File: src/rtl/pulse_width_meter_pkg.sv
package pulse_width_meter_pkg;

    // Classification of one cycle of the synchronised level.
    typedef enum logic [1:0] {
        EDGE_NONE = 2'd0,
        EDGE_RISE = 2'd1,
        EDGE_FALL = 2'd2
    } edge_kind_e;

    // Classify the transition from the previous level to the current one.
    function automatic edge_kind_e classify_edge(input logic prev_lvl, input logic cur_lvl);
        edge_kind_e kind;
        kind = EDGE_NONE;
        if (cur_lvl && !prev_lvl) begin
            kind = EDGE_RISE;
        end else if (!cur_lvl && prev_lvl) begin
            kind = EDGE_FALL;
        end
        return kind;
    endfunction

endpackage

File: src/rtl/pulse_width_meter_sync.sv
module pulse_width_meter_sync #(
    parameter int   STAGES    = 2,
    parameter logic RESET_LVL = 1'b1
) (
    input  logic clk_i,
    input  logic rst_ni,
    input  logic din_i,
    output logic dout_o
);

    typedef struct packed {
        logic [STAGES-1:0] chain;
    } sync_state_t;

    sync_state_t state_d;
    sync_state_t state_q;

    generate
        if (STAGES < 2) begin : g_bad_depth
            initial begin
                $error("pulse_width_meter_sync: STAGES must be at least 2");
            end
        end
    endgenerate

    always_comb begin
        state_d       = state_q;
        state_d.chain = {state_q.chain[STAGES-2:0], din_i};
    end

    always_ff @(posedge clk_i) begin
        if (!rst_ni) begin
            state_q.chain <= {STAGES{RESET_LVL}};
        end else begin
            state_q <= state_d;
        end
    end

    assign dout_o = state_q.chain[STAGES-1];

endmodule

File: src/rtl/pulse_width_meter_edge.sv
module pulse_width_meter_edge
    import pulse_width_meter_pkg::*;
(
    input  logic clk_i,
    input  logic rst_ni,
    input  logic level_i,
    output logic start_o,
    output logic capture_o
);

    typedef struct packed {
        logic prev;
        logic armed;
    } edge_state_t;

    edge_state_t state_d;
    edge_state_t state_q;
    edge_kind_e  kind;

    always_comb begin
        kind      = classify_edge(state_q.prev, level_i);
        state_d   = state_q;
        start_o   = 1'b0;
        capture_o = 1'b0;
        state_d.prev = level_i;
        case (kind)
            EDGE_RISE: begin
                start_o       = 1'b1;
                state_d.armed = 1'b1;
            end
            EDGE_FALL: begin
                // Only a pulse whose start was seen is published.
                capture_o = state_q.armed;
            end
            default: begin
            end
        endcase
    end

    always_ff @(posedge clk_i) begin
        if (!rst_ni) begin
            // Previous level starts high: a level already high at release is no edge.
            state_q.prev  <= 1'b1;
            state_q.armed <= 1'b0;
        end else begin
            state_q <= state_d;
        end
    end

endmodule

File: src/rtl/pulse_width_meter_count.sv
module pulse_width_meter_count #(
    parameter int CNT_W = 16
) (
    input  logic             clk_i,
    input  logic             rst_ni,
    input  logic             start_i,
    input  logic             level_i,
    output logic [CNT_W-1:0] count_o
);

    localparam logic [CNT_W-1:0] CNT_MAX = {CNT_W{1'b1}};
    localparam logic [CNT_W-1:0] CNT_ONE = {{(CNT_W-1){1'b0}}, 1'b1};

    typedef struct packed {
        logic [CNT_W-1:0] tally;
    } count_state_t;

    count_state_t state_d;
    count_state_t state_q;

    always_comb begin
        state_d = state_q;
        if (start_i) begin
            // The cycle of the rising edge is the first high cycle.
            state_d.tally = CNT_ONE;
        end else if (level_i && (state_q.tally != CNT_MAX)) begin
            state_d.tally = state_q.tally + CNT_ONE;
        end
    end

    always_ff @(posedge clk_i) begin
        if (!rst_ni) begin
            state_q.tally <= '0;
        end else begin
            state_q <= state_d;
        end
    end

    assign count_o = state_q.tally;

endmodule

File: src/rtl/pulse_width_meter_hold.sv
module pulse_width_meter_hold #(
    parameter int CNT_W = 16
) (
    input  logic             clk_i,
    input  logic             rst_ni,
    input  logic             capture_i,
    input  logic [CNT_W-1:0] count_i,
    output logic [CNT_W-1:0] width_o,
    output logic             valid_o
);

    typedef struct packed {
        logic [CNT_W-1:0] width;
        logic             valid;
    } hold_state_t;

    hold_state_t state_d;
    hold_state_t state_q;

    always_comb begin
        state_d       = state_q;
        state_d.valid = capture_i;
        if (capture_i) begin
            state_d.width = count_i;
        end
    end

    always_ff @(posedge clk_i) begin
        if (!rst_ni) begin
            state_q.width <= '0;
            state_q.valid <= 1'b0;
        end else begin
            state_q <= state_d;
        end
    end

    assign width_o = state_q.width;
    assign valid_o = state_q.valid;

endmodule

File: src/rtl/pulse_width_meter.sv
module pulse_width_meter #(
    parameter int CNT_W       = 16,
    parameter int SYNC_STAGES = 2
) (
    input  logic             clk_i,
    input  logic             rst_ni,
    input  logic             pulse_i,
    output logic [CNT_W-1:0] width_o,
    output logic             width_valid_o
);

    logic             sync_lvl;
    logic             start;
    logic             capture;
    logic [CNT_W-1:0] tally;

    pulse_width_meter_sync #(
        .STAGES    (SYNC_STAGES),
        .RESET_LVL (1'b1)
    ) u_sync (
        .clk_i  (clk_i),
        .rst_ni (rst_ni),
        .din_i  (pulse_i),
        .dout_o (sync_lvl)
    );

    pulse_width_meter_edge u_edge (
        .clk_i     (clk_i),
        .rst_ni    (rst_ni),
        .level_i   (sync_lvl),
        .start_o   (start),
        .capture_o (capture)
    );

    pulse_width_meter_count #(
        .CNT_W (CNT_W)
    ) u_count (
        .clk_i   (clk_i),
        .rst_ni  (rst_ni),
        .start_i (start),
        .level_i (sync_lvl),
        .count_o (tally)
    );

    pulse_width_meter_hold #(
        .CNT_W (CNT_W)
    ) u_hold (
        .clk_i     (clk_i),
        .rst_ni    (rst_ni),
        .capture_i (capture),
        .count_i   (tally),
        .width_o   (width_o),
        .valid_o   (width_valid_o)
    );

endmodule

File: config.mk
export PLATFORM = sky130hd
export DESIGN_NAME = pulse_width_meter
export DESIGN_NICKNAME = d
export VERILOG_FILES = /design/src/rtl/pulse_width_meter_pkg.sv /design/src/rtl/pulse_width_meter_sync.sv /design/src/rtl/pulse_width_meter_edge.sv /design/src/rtl/pulse_width_meter_count.sv /design/src/rtl/pulse_width_meter_hold.sv /design/src/rtl/pulse_width_meter.sv
export SDC_FILE = /design/constraint.sdc
export NUM_CORES = 1
export LEC_CHECK = 0
export ABC_CLOCK_PERIOD_IN_PS = 2390
export BUFFER_PORTS_ARGS = -buffer_cell sky130_fd_sc_hd__clkbuf_2
export CAP_MARGIN = 15
export CORE_MARGIN = 5
export CORE_UTILIZATION = 45
export DETAILED_ROUTE_END_ITERATION = 8
export GPL_ROUTABILITY_DRIVEN = 0
export PLACE_DENSITY = 0.68
export SLEW_MARGIN = 20
export SYNTH_ARGS = -nofsm -noshare
export SYNTH_HDL_FRONTEND = slang
export SYNTH_HIERARCHICAL = 1
export SYNTH_SLANG_ARGS = --single-unit
File: constraint.sdc
create_clock -name clk_i -period 2.39 [get_ports clk_i]
set_input_delay 0.239 -clock clk_i [delete_from_list [all_inputs] [get_ports clk_i]]
set_output_delay 0.239 -clock clk_i [all_outputs]
set_load 0.02 [all_outputs]
### Word level (Yosys, flattened, before mapping)

Cells that the tools add are included.

* reduce and logical (&&, ||, !) cells: 7
* equal/unequal tests: 3
* bitwise gates (word level): 1
* add/sub/neg operators: 1
* mux-type cells: 6

Operators with widths (number)
* $add A16 B1 Y16 const B: 1
* $ne A16 B16 Y1 const B: 1
* $mux W1: 4
* $mux W2: 2
* $logic_and A1 B1 Y1: 3
* $eq A2 B1 Y1 const B: 1
* $eq A2 B2 Y1 const B: 1
* $logic_not A1 Y1: 2
* $reduce_bool A2 Y1: 1
* $reduce_or A2 Y1: 1
* $not A1 Y1: 1

* logic and storage cells: 25
* register bits after elaboration: 37
* input port bits: 3
* output and inout port bits: 17

### Longest topological paths before layout

Gate-level depths: netlist of run 1.

* depth after elaboration: 7
* depth in mapped cells: 6
* mapped depth without buffers: 5

### Hierarchy

The synthesis of run 1 kept the hierarchy.

By module, submodules not included
* pulse_width_meter_count: area an instance 784.5 µm², cells each 89, instances 1
* pulse_width_meter_hold: area an instance 643.1 µm², cells each 53, instances 1
* pulse_width_meter_edge: area an instance 75.1 µm², cells each 7, instances 1
* pulse_width_meter_sync: area an instance 52.6 µm², cells each 4, instances 1

### Worst setup path after synthesis of run 1

OpenSTA, ideal clock, no wires.

* path type: register to register
* start: reg, netlist name u_count/count_o[5]
* end: reg, netlist name u_count/count_o[13]
* path slack: 0.522 ns
* arrival: 1.797 ns
* stages on the path, launching flop included: 6
* library setup time: 0.071 ns
* path buffers: 1
* cell sequence: dfxtp_1 -> nand4_1 -> or4_1 -> clkbuf_2 -> or4_1 -> a21oi_1

* cells in the longest elaborated chain, start to end: 2
* elaborated cells on any way between the ends: 3

Ends and longest elaborated chain
* parallel branches: the longest is 2 deep, another holds $add A16 B1 Y16

Several ways; the timed one is not identified.
A chain may end at the register's enable or synchronous reset.

### Final worst setup path of run 1

* start: reg, netlist name u_count/count_o[5]
* end: reg, netlist name u_count/count_o[15]

* cells in the longest elaborated chain, start to end: 2
* elaborated cells on any way between the ends: 3

Ends and longest elaborated chain
* parallel branches: the longest is 2 deep, another holds $add A16 B1 Y16

Several ways; the timed one is not identified.

==> impl_metrics.csv, run 1 <==
group,metric,value,unit
run_status,outcome,"completed",
synth,avgSynthCellArea,10.16,um2
sta,final.min_clock_period,2043,ps
synth,synth_fa_ha_area_share,0.8045,%
placement,place_inst,215,
clock_network,postCtsResizedCells,0,
synth,synthArstFlopShare,0,%
sta,slew_headroom,54.46,%
job,maxCapViolCount,0,
synth,syn-num-nets,157,
clock_network,htreeDepth,2,
clock_network,postCtsHoldBufs,0,
synth,synthCells,153,
routing,num_vias,1192,
power_and_ir_drop,ir_worst_vdd,0.3527,mV
synth,synth_edf_count,0,
power_and_ir_drop,p_comb_share,3.6,%
final_layout,ff_latch_area,740.7,um2
final_layout,fin_cells,222,
floorplan,die_w,68.79,um
worst_setup_path,critPathKind,"flip-flop to flip-flop",
clock_network,clock_latency,340,ps
final_layout,nets,180,
floorplan,core,3337,um2
final_layout,multi_input_area,765.7,um2
final_layout,layout-drive-gt1-share,17.61,%
routing,drt_iter0_markers,38,
sta,fin_skew,9.677,ps
worst_setup_path,r2r_cells,4,
power_and_ir_drop,leakagePower,0.5854,nW
grt,use_met2,24.08,%
floorplan,die_h,68.79,um
power_and_ir_drop,p_sw_share,21.69,%
grt,grt_pass1_vias,1154,
synth,synth-seq-area-share,47.63,%
sta,final_hold_viol_count,0,
routing,drc_errors,0,
routing,firstDrtPassIters,4,
final_layout,area_growth,11.67,%
placement,hpwl,2050,um
grt,track_usage,14.60,%
power_and_ir_drop,p_int,779.9,uW
synth,ys_ff_latch,37,
synth,yosysWarnings,6,
sta,setup_viol,0,
grt,grt_max_degree,25,
power_and_ir_drop,pwr-share-seq,63.6,%
synth,yosys.area_share.simple,22.77,%
routing,drt_wl_total,2921,um
clock_network,clockBufferDepth,2,
clock_network,cts_tree,"yes",
synth,syn_area,1555,um2
routing,ant_nets,0,
min_path,min_path_type,"primary input to flip-flop",
min_path,hold_depth,2,
sta,fin_crit_sh,85.50,%
worst_setup_path,critPathCaptureType,"flip-flop",
floorplan,start_util,46.61,%
grt,met3_usage,5.835,%
routing,avgRoutedWirePerCell,13.16,um
clock_network,clock-sinks,37,
clock_network,cts_made_buffers,5,
final_layout,utilization,52.04,%
sta,rsz0062_at_grt,"no",
clock_network,cts.clk_slew.worst_paths,100,ps
placement,port_buffers,19,
synth,synth_compound_area_share,12.23,%
power_and_ir_drop,clock_power_share,32.8,%
grt,gr-usage-met1,15.92,%
final_layout,fillCellCount,331,
power_and_ir_drop,p_sw,216.0,uW
routing,vias_per_cell,5.369,
worst_setup_path,worstPathRequired,2660,ps
synth,synth_xor_area_share,1.689,%
worst_setup_path,cp.arrival,2310,ps
grt,grt_busiest_layer,"met2",
sta,worst_slew_pin_slew,675.7,ps
sta,fmax,0.4894,GHz
synth,synth_cell_types,34,
floorplan,dieArea,4732,um2
clock_network,root_buffer,"clkbuf_4",
grt,overflow,0,
synth,synth_top_family_by_area,"simple AND/OR/NAND/NOR gates",
worst_setup_path,start_kind,"flip-flop",
final_layout,num_antenna_cells,0,
synth,synth_top_flop_cell,"dfxtp_1",
sta,drv_slew,0,
floorplan,rows,21,
grt,antenna_found_initial,0,
synth,synthMuxAreaShare,11.58,%
sta,setup_tns,0,ps
worst_setup_path,cp_max_fo,7,
floorplan,ios,20,
clock_network,post_cts_buffers,0,
power_and_ir_drop,power.density,573.4,nW/um2
grt,grt_pass1_wl,4968,um
-- path summary, 6_finish.rpt --
path | from | end | slack [ps]
max | u_count/count_o[5] | u_count/count_o[15] | 350
max reg2reg | u_count/count_o[5] | u_count/count_o[15] | 350
min | pulse_i | u_sync/state_q[0] | 90
min reg2reg | u_sync/state_q[0] | u_sync/state_q[1] | 430
-- cell type report --
class,instances,area share (%)
multi-input cells,109,44.09
repair buffers,21,6.340
flip-flops and latches,37,42.65
inverters,2,0.4323
well taps,46,3.314
clock buffers,7,3.170
-- state kept, by name, indices dropped and copies added, names as in the netlist --
signal	count
u_edge/state_q	2
u_count/count_o	16
u_sync/state_q	2
u_hold/width_o	16
u_hold/valid_o	1
-- cell usage after synthesis, types with 2 or more instances --
master,instances,area [um2]
a21oi_1,8,40.04
clkbuf_1,2,7.510
dfxtp_1,37,740.7
inv_1,2,7.510
mux2i_1,18,180.2
nand2_1,5,18.77
nand2b_1,5,31.28
nand3_1,8,40.04
nand4_1,3,18.77
nor2_1,6,22.52
nor2b_1,17,106.4
nor3_1,2,10.01
o21a_1,4,30.03
o21ai_0,3,15.01
o311ai_0,2,17.52
o31ai_1,5,37.54
o41ai_1,2,17.52
or3_1,2,12.51
or4_1,6,45.04
xnor2_1,2,17.52
-- per-stage QoR --
step	cell area (um2)	setup slack, ps	total power [mW]	hold WS, ps
after floorplan	1555	522.3	0.6729	312.0
after global placement	1682	466.8	0.6825	399.2
after detailed placement	1682	381.6	0.6839	403.4
after CTS	1737	368.3	1.015	80.14
after global routing	1737	218.0	1.048	80.99
final	1737	346.6	0.9959	94.31
-- cell families after synthesis --
group	count (synthesis)
AOI/OAI and AO/OA	27
xor gates and xnor gates	3
adders and majority gates	1
buffers and inverters	7
DFF	37
muxes	18
and+or+nand+nor	60
-- power by group through the flow --
stage,Clock [mW],Sequential [mW],Combinational (mW)
3_5_place_dp,0,0.648,0.0363
6_report,0.327,0.633,0.0361
5_1_grt,0.372,0.635,0.0400
4_1_cts,0.345,0.633,0.0368
2_1_floorplan,0,0.645,0.0274
3_3_place_gp,0,0.647,0.0353
-- critical path: stages, from the launching register on --
cell,delay (ps)
dfxtp_1,440
nand4_1,220
or4_1,660
or4_1,500
a21oi_1,150
-- layout by cell type (no fill, tap or decap), types with 2 or more instances in the layout --
cell type | Yosys | final
or4_1 | 6 | 6
o21a_1 | 4 | 4
o311ai_0 | 2 | 2
nor2_1 | 6 | 5
o41ai_1 | 2 | 2
o31ai_1 | 5 | 5
nor3_1 | 2 | 2
clkbuf_2 | 1 | 19
o21ai_0 | 3 | 3
buf_4 | 0 | 2
xnor2_1 | 2 | 2
nand4_1 | 3 | 3
or3_1 | 2 | 2
a21oi_1 | 8 | 8
dfxtp_1 | 37 | 37
nand2_1 | 5 | 5
inv_1 | 2 | 2
nand3_1 | 8 | 8
nor2b_1 | 17 | 17
nand2b_1 | 5 | 5
mux2i_1 | 18 | 18
clkbuf_4 | 0 | 5
-- per-layer routing --
metal / up-vias / routed length [um]
li1: 605 / -
met1: 563 / 1305
met2: 19 / 1432
met3: 5 / 122
met4: 0 / 61
met5: - / 0
Power figures use the tool's default switching activity.
==> run 2: changes to the inputs <==
GPL_ROUTABILITY_DRIVEN = not set   (was 0)
PLACE_DENSITY = 0.71   (was 0.68)
==> run 2 against run 1 <==
Against the previous run: clock skew decreased by 1.9 ps; sequential cell count unchanged; design area increased by 1.7%; critical path depth unchanged; cell count increased by 0.45%.
==> impl_metrics.csv, run 2 (synthesized netlist as in run 1, its figures left out) <==
group,metric,value,unit
run_status,outcome,"completed",
sta,slew_headroom,54.20,%
final_layout,final_common_cell,"dfxtp_1",
grt,grt_max_degree,25,
worst_setup_path,path_cells,"nand4_1 -> or4_1 -> or4_1 -> a21oi_1",
grt,gr-usage-met1,17.50,%
placement,placed_cell_area,1682,um2
clock_network,cts_tree,"yes",
sta,final_hold_viol_count,0,
routing,num_vias,1228,
placement,gp_congestion,0.8276,
clock_network,clock-sinks,37,
worst_setup_path,cp_max_fo,7,
job,maxCapViolCount,0,
sta,final.min_clock_period,2088,ps
floorplan,rows,21,
final_layout,fin_cells,223,
clock_network,cts.clk_slew.worst_paths,110,ps
final_layout,fin_area,1767,um2
sta,drv_slew,0,
floorplan,ios,20,
min_path,hold_path_end,"u_sync/state_q[0]",
worst_setup_path,worstPathRequired,2660,ps
min_path,min_path_type,"primary input to flip-flop",
grt,grt_pass1_wl,5451,um
grt,met3_usage,6.159,%
worst_setup_path,reg2reg_to,"u_count/count_o[15]",
placement,port_buffers,19,
worst_setup_path,timing.critical_path.mode_cell,"or4_1",
grt,track_usage,15.78,%
grt,use_met2,26.22,%
routing,drc_errors,0,
routing,drt_iter0_markers,55,
clock_network,postCtsResizedCells,0,
power_and_ir_drop,leakagePower,0.5995,nW
sta,fin_skew,7.784,ps
worst_setup_path,r2r_start,"u_count/count_o[5]",
floorplan,core,3337,um2
sta,worst_slew_pin_slew,679.6,ps
final_layout,most-common-layout-cells,"dfxtp_1 (37), clkbuf_2 (19), mux2i_1 (18), nor2b_1 (17)",
power_and_ir_drop,ir_worst_vdd,0.2954,mV
worst_setup_path,r2r_slack,300,ps
min_path,min_from,"pulse_i",
power_and_ir_drop,finalPower,1.116,mW
placement,place_inst,215,
routing,drt_wl_total,3127,um
min_path,hold_depth,2,
clock_network,clock_latency,340,ps
routing,firstDrtPassIters,4,
clock_network,postCtsHoldBufs,0,
worst_setup_path,worst_path_max_delay_cell,"or4_1",
floorplan,start_util,46.61,%
worst_setup_path,cp.arrival,2350,ps
routing,avgRoutedWirePerCell,14.02,um
floorplan,dieArea,4732,um2
clock_network,clockBufferDepth,2,
grt,overflow,0,
clock_network,htreeDepth,2,
clock_network,root_buffer,"clkbuf_4",
final_layout,layout-drive-gt1-share,18.08,%
worst_setup_path,slowest_delay,670,ps
clock_network,post_cts_buffers,0,
routing,vias_per_cell,5.507,
final_layout,area_growth,13.60,%
clock_network,cts_made_buffers,5,
placement,hpwl,2108,um
grt,grt_pass1_vias,1187,
routing,ant_nets,0,
sta,fin_crit_sh,87.36,%
worst_setup_path,critPathCaptureType,"flip-flop",
sta,setup_tns,0,ps
sta,fmax,0.4790,GHz
floorplan,die_w,68.79,um
grt,antenna_found_initial,0,
worst_setup_path,critPathKind,"flip-flop to flip-flop",
final_layout,num_antenna_cells,0,
worst_setup_path,start_kind,"flip-flop",
final_layout,nets,180,
sta,rsz0062_at_grt,"no",
worst_setup_path,r2r_cells,4,
grt,grt_busiest_layer,"met2",
power_and_ir_drop,power.density,631.9,nW/um2
sta,setup_viol,0,
floorplan,die_h,68.79,um
==> run 2: area by class of cell <==
type	instances	area (um2)
Clock inverter	1	30.03
Fill cell	327	1570
Multi-Input combinational cell	109	765.7
Clock buffer	7	55.05
Inverter	2	7.507
Tap cell	46	57.56
Sequential cell	37	740.7
Timing Repair Buffer	21	110.1
==> run 2: worst max path at each step <==
stage          cells past startpoint          startpoint                  end  slack, ps
2_1_floorplan                      5  u_count/count_o[5]  u_count/count_o[13]        520
3_3_place_gp                       4  u_count/count_o[5]  u_count/count_o[13]        470
3_5_place_dp                       4  u_count/count_o[5]  u_count/count_o[15]        350
4_1_cts                            4  u_count/count_o[5]  u_count/count_o[15]        330
5_1_grt                            4  u_count/count_o[5]  u_count/count_o[15]        160
6_report                           4  u_count/count_o[5]  u_count/count_o[15]        300
==> run 2: worst max-delay path: cells and delay by family (launching register included) <==
kind / cells / cell delay, ps
flip-flops: 1 / 440
AO/OA/AOI/OAI: 1 / 150
AND/OR/NAND/NOR: 3 / 1410
==> run 2: through the flow <==
step	utilization, %	setup WS (ps)	hold slack [ps]
after floorplan	-	522.3	312.0
after global placement	50.39	467.7	395.6
after detailed placement	50.39	352.2	410.3
after CTS	52.94	325.8	57.68
after global routing	52.94	157.8	66.60
final	52.94	302.1	73.47
==> run 2: power by group <==
group / leakage, nW / internal [mW] / switching [mW]
clock: 0.0455 / 0.250 / 0.197
combinational: 0.255 / 0.0168 / 0.0195
sequential: 0.299 / 0.624 / 0.00909
==> run 2: metal layers <==
metal	vias to the layer above	share of wire, %
met5	-	0
met1	576	45
met2	32	48
met3	8	5.1
li1	612	-
met4	0	2.0
==> run 3: changes to the inputs <==
CORE_MARGIN = 4   (was 5)
RECOVER_POWER = 100   (was not set)
==> run 3 against run 2 <==
Against the previous run: sequential power hardly changed; global-route usage increased by 0.31 points; via count decreased by 3.5%; worst setup slack worse by 8.1 ps; design area is 2.1% lower; die area decreased by 5.7%; register-to-register slack about the same; cell count stayed put; first-iteration DRC count shrank 7.3%; highest routed layer unchanged; wire length shrank 0.80%; sequential share of layout area up 0.91 points; sequential cell count unchanged.
==> impl_metrics.csv, run 3 (synthesized netlist as in run 1, its figures left out) <==
group,metric,value,unit
run_status,outcome,"completed",
clock_network,clockBufferDepth,2,
worst_setup_path,cp_max_fo,7,
routing,routed-wl-met2,1520,um
grt,overflow,0,
sta,setup_tns,0,ps
placement,place_inst,215,
sta,fin_skew,4.682,ps
sta,drv_slew,0,
final_layout,nets,180,
power_and_ir_drop,ir_worst_vdd,0.3605,mV
final_layout,num_antenna_cells,0,
sta,worst_slew_pin_slew,1204,ps
power_and_ir_drop,pwr-share-seq,56.9,%
min_path,min_from,"pulse_i",
final_layout,fin_cells,223,
routing,avgRoutedWirePerCell,13.91,um
power_and_ir_drop,p_sw_share,19.96,%
final_layout,final_common_cell,"dfxtp_1",
clock_network,cts.clk_slew.worst_paths,100,ps
sta,setup_viol,0,
routing,drc_errors,0,
placement,hpwl,2145,um
power_and_ir_drop,leakagePower,0.5212,nW
sta,final.min_clock_period,2096,ps
job,maxCapViolCount,0,
clock_network,clock_latency,340,ps
placement,port_buffers,19,
sta,slew_headroom,19.76,%
worst_setup_path,critPathKind,"flip-flop to flip-flop",
sta,fmax,0.4771,GHz
final_layout,multi_input_area,758.2,um2
min_path,min_path_type,"primary input to flip-flop",
sta,rsz0062_at_grt,"no",
worst_setup_path,worstSetupStartpoint,"u_count/count_o[5]",
sta,setup_ws,294.0,ps
final_layout,ff_latch_area,740.7,um2
worst_setup_path,worstPathRequired,2650,ps
power_and_ir_drop,p_int,890.2,uW
floorplan,ios,20,
worst_setup_path,worst_path_max_delay_cell,"or4_1",
grt,antenna_found_initial,0,
grt,grt_pass1_vias,1185,
power_and_ir_drop,p_comb_share,3.2,%
routing,met1_length,1390,um
clock_network,htreeDepth,2,
worst_setup_path,timing.critical_path.mode_cell,"or4_1",
grt,grt_max_degree,25,
floorplan,die_h,66.79,um
clock_network,clock-sinks,37,
routing,top_layer,"met4",
worst_setup_path,slowest_delay,670,ps
power_and_ir_drop,power.density,643.2,nW/um2
clock_network,postCtsHoldBufs,0,
placement,gp_congestion,0.8487,
floorplan,core,3337,um2
final_layout,area_growth,11.18,%
worst_setup_path,critPathCaptureType,"flip-flop",
clock_network,cts_tree,"yes",
routing,firstDrtPassIters,4,
floorplan,rows,21,
floorplan,start_util,46.61,%
floorplan,dieArea,4461,um2
routing,drt_iter0_markers,51,
floorplan,die_w,66.79,um
sta,final_hold_viol_count,0,
power_and_ir_drop,p_sw,222.0,uW
routing,vias_per_cell,5.314,
clock_network,post_cts_buffers,0,
clock_network,postCtsResizedCells,0,
worst_setup_path,path_cells,"nand4_1 -> or4_1 -> or4_1 -> a21oi_1",
worst_setup_path,cp.arrival,2360,ps
power_and_ir_drop,clock_power_share,39.9,%
routing,num_vias,1185,
final_layout,fillCellCount,315,
final_layout,most-common-layout-cells,"dfxtp_1 (37), clkbuf_1 (21), mux2i_1 (18), nor2b_1 (18)",
worst_setup_path,start_kind,"flip-flop",
placement,post-place-ws,361.0,ps
grt,track_usage,16.09,%
clock_network,root_buffer,"clkbuf_4",
routing,met3_length,131,um
clock_network,cts_made_buffers,5,
grt,grt_pass1_wl,5299,um
worst_setup_path,r2r_start,"u_count/count_o[5]",
routing,drt_wl_total,3102,um
sta,fin_crit_sh,87.70,%
routing,ant_nets,0,
final_layout,layout-drive-gt1-share,6.215,%
## run 3: cell count changes in the layout (fill, tap and decap cells not counted), sizes merged
cell,previous run,this run
buf,2,0
clkbuf,26,28
## run 3: metal layers
layer / global-route usage, % / vias up
met3: 6.071 / 5
met4: 7.107 / 0
met2: 27.85 / 17
li1: - / 604
met1: 17.27 / 559
met5: 0 / -
## run 3: power by group through the flow
stage                     Combinational (mW)  Clock [mW]  Sequential, mW
final                                 0.0353       0.444           0.633
after detailed placement              0.0364           0           0.648
after CTS                             0.0364       0.456           0.634
after global placement                0.0353           0           0.647
after global routing                  0.0394       0.483           0.635
after floorplan                       0.0274           0           0.645
## run 3: worst paths after layout
path	endpoint	slack (ps)	cells past startpoint
setup / recovery	u_count/count_o[15]	290	4
hold / removal	u_sync/state_q[0]	70	2
hold reg to reg	u_sync/state_q[1]	440	1
setup reg to reg	u_count/count_o[15]	290	4
## run 3: area by class of cell
cell class,count,share of cell area (%)
well taps,46,3.329
clock inverters,1,1.737
multi-input cells,109,43.85
inverters,2,0.4342
flip-flops and latches,37,42.84
clock buffers,7,3.184
repair buffers,21,4.631
## run 3: through the flow
step | hold WS (ps) | util, % | power (mW) | cell area [um2]
floorplan | 312.0 | - | 0.6729 | 1555
global placement | 395.6 | 50.39 | 0.6824 | 1682
detailed placement | 409.7 | 50.39 | 0.6842 | 1682
CTS | 60.44 | 52.94 | 1.126 | 1767
global route | 49.11 | 51.82 | 1.157 | 1729
finish | 74.43 | 51.82 | 1.112 | 1729
## run 3: worst max-delay path, delay by kind of cell, from the launching register on
| family | cells | cell delay, ps |
|---|---|---|
| and+or+nand+nor | 3 | 1420 |
| DFF | 1 | 450 |
| AOI/OAI and AO/OA | 1 | 150 |
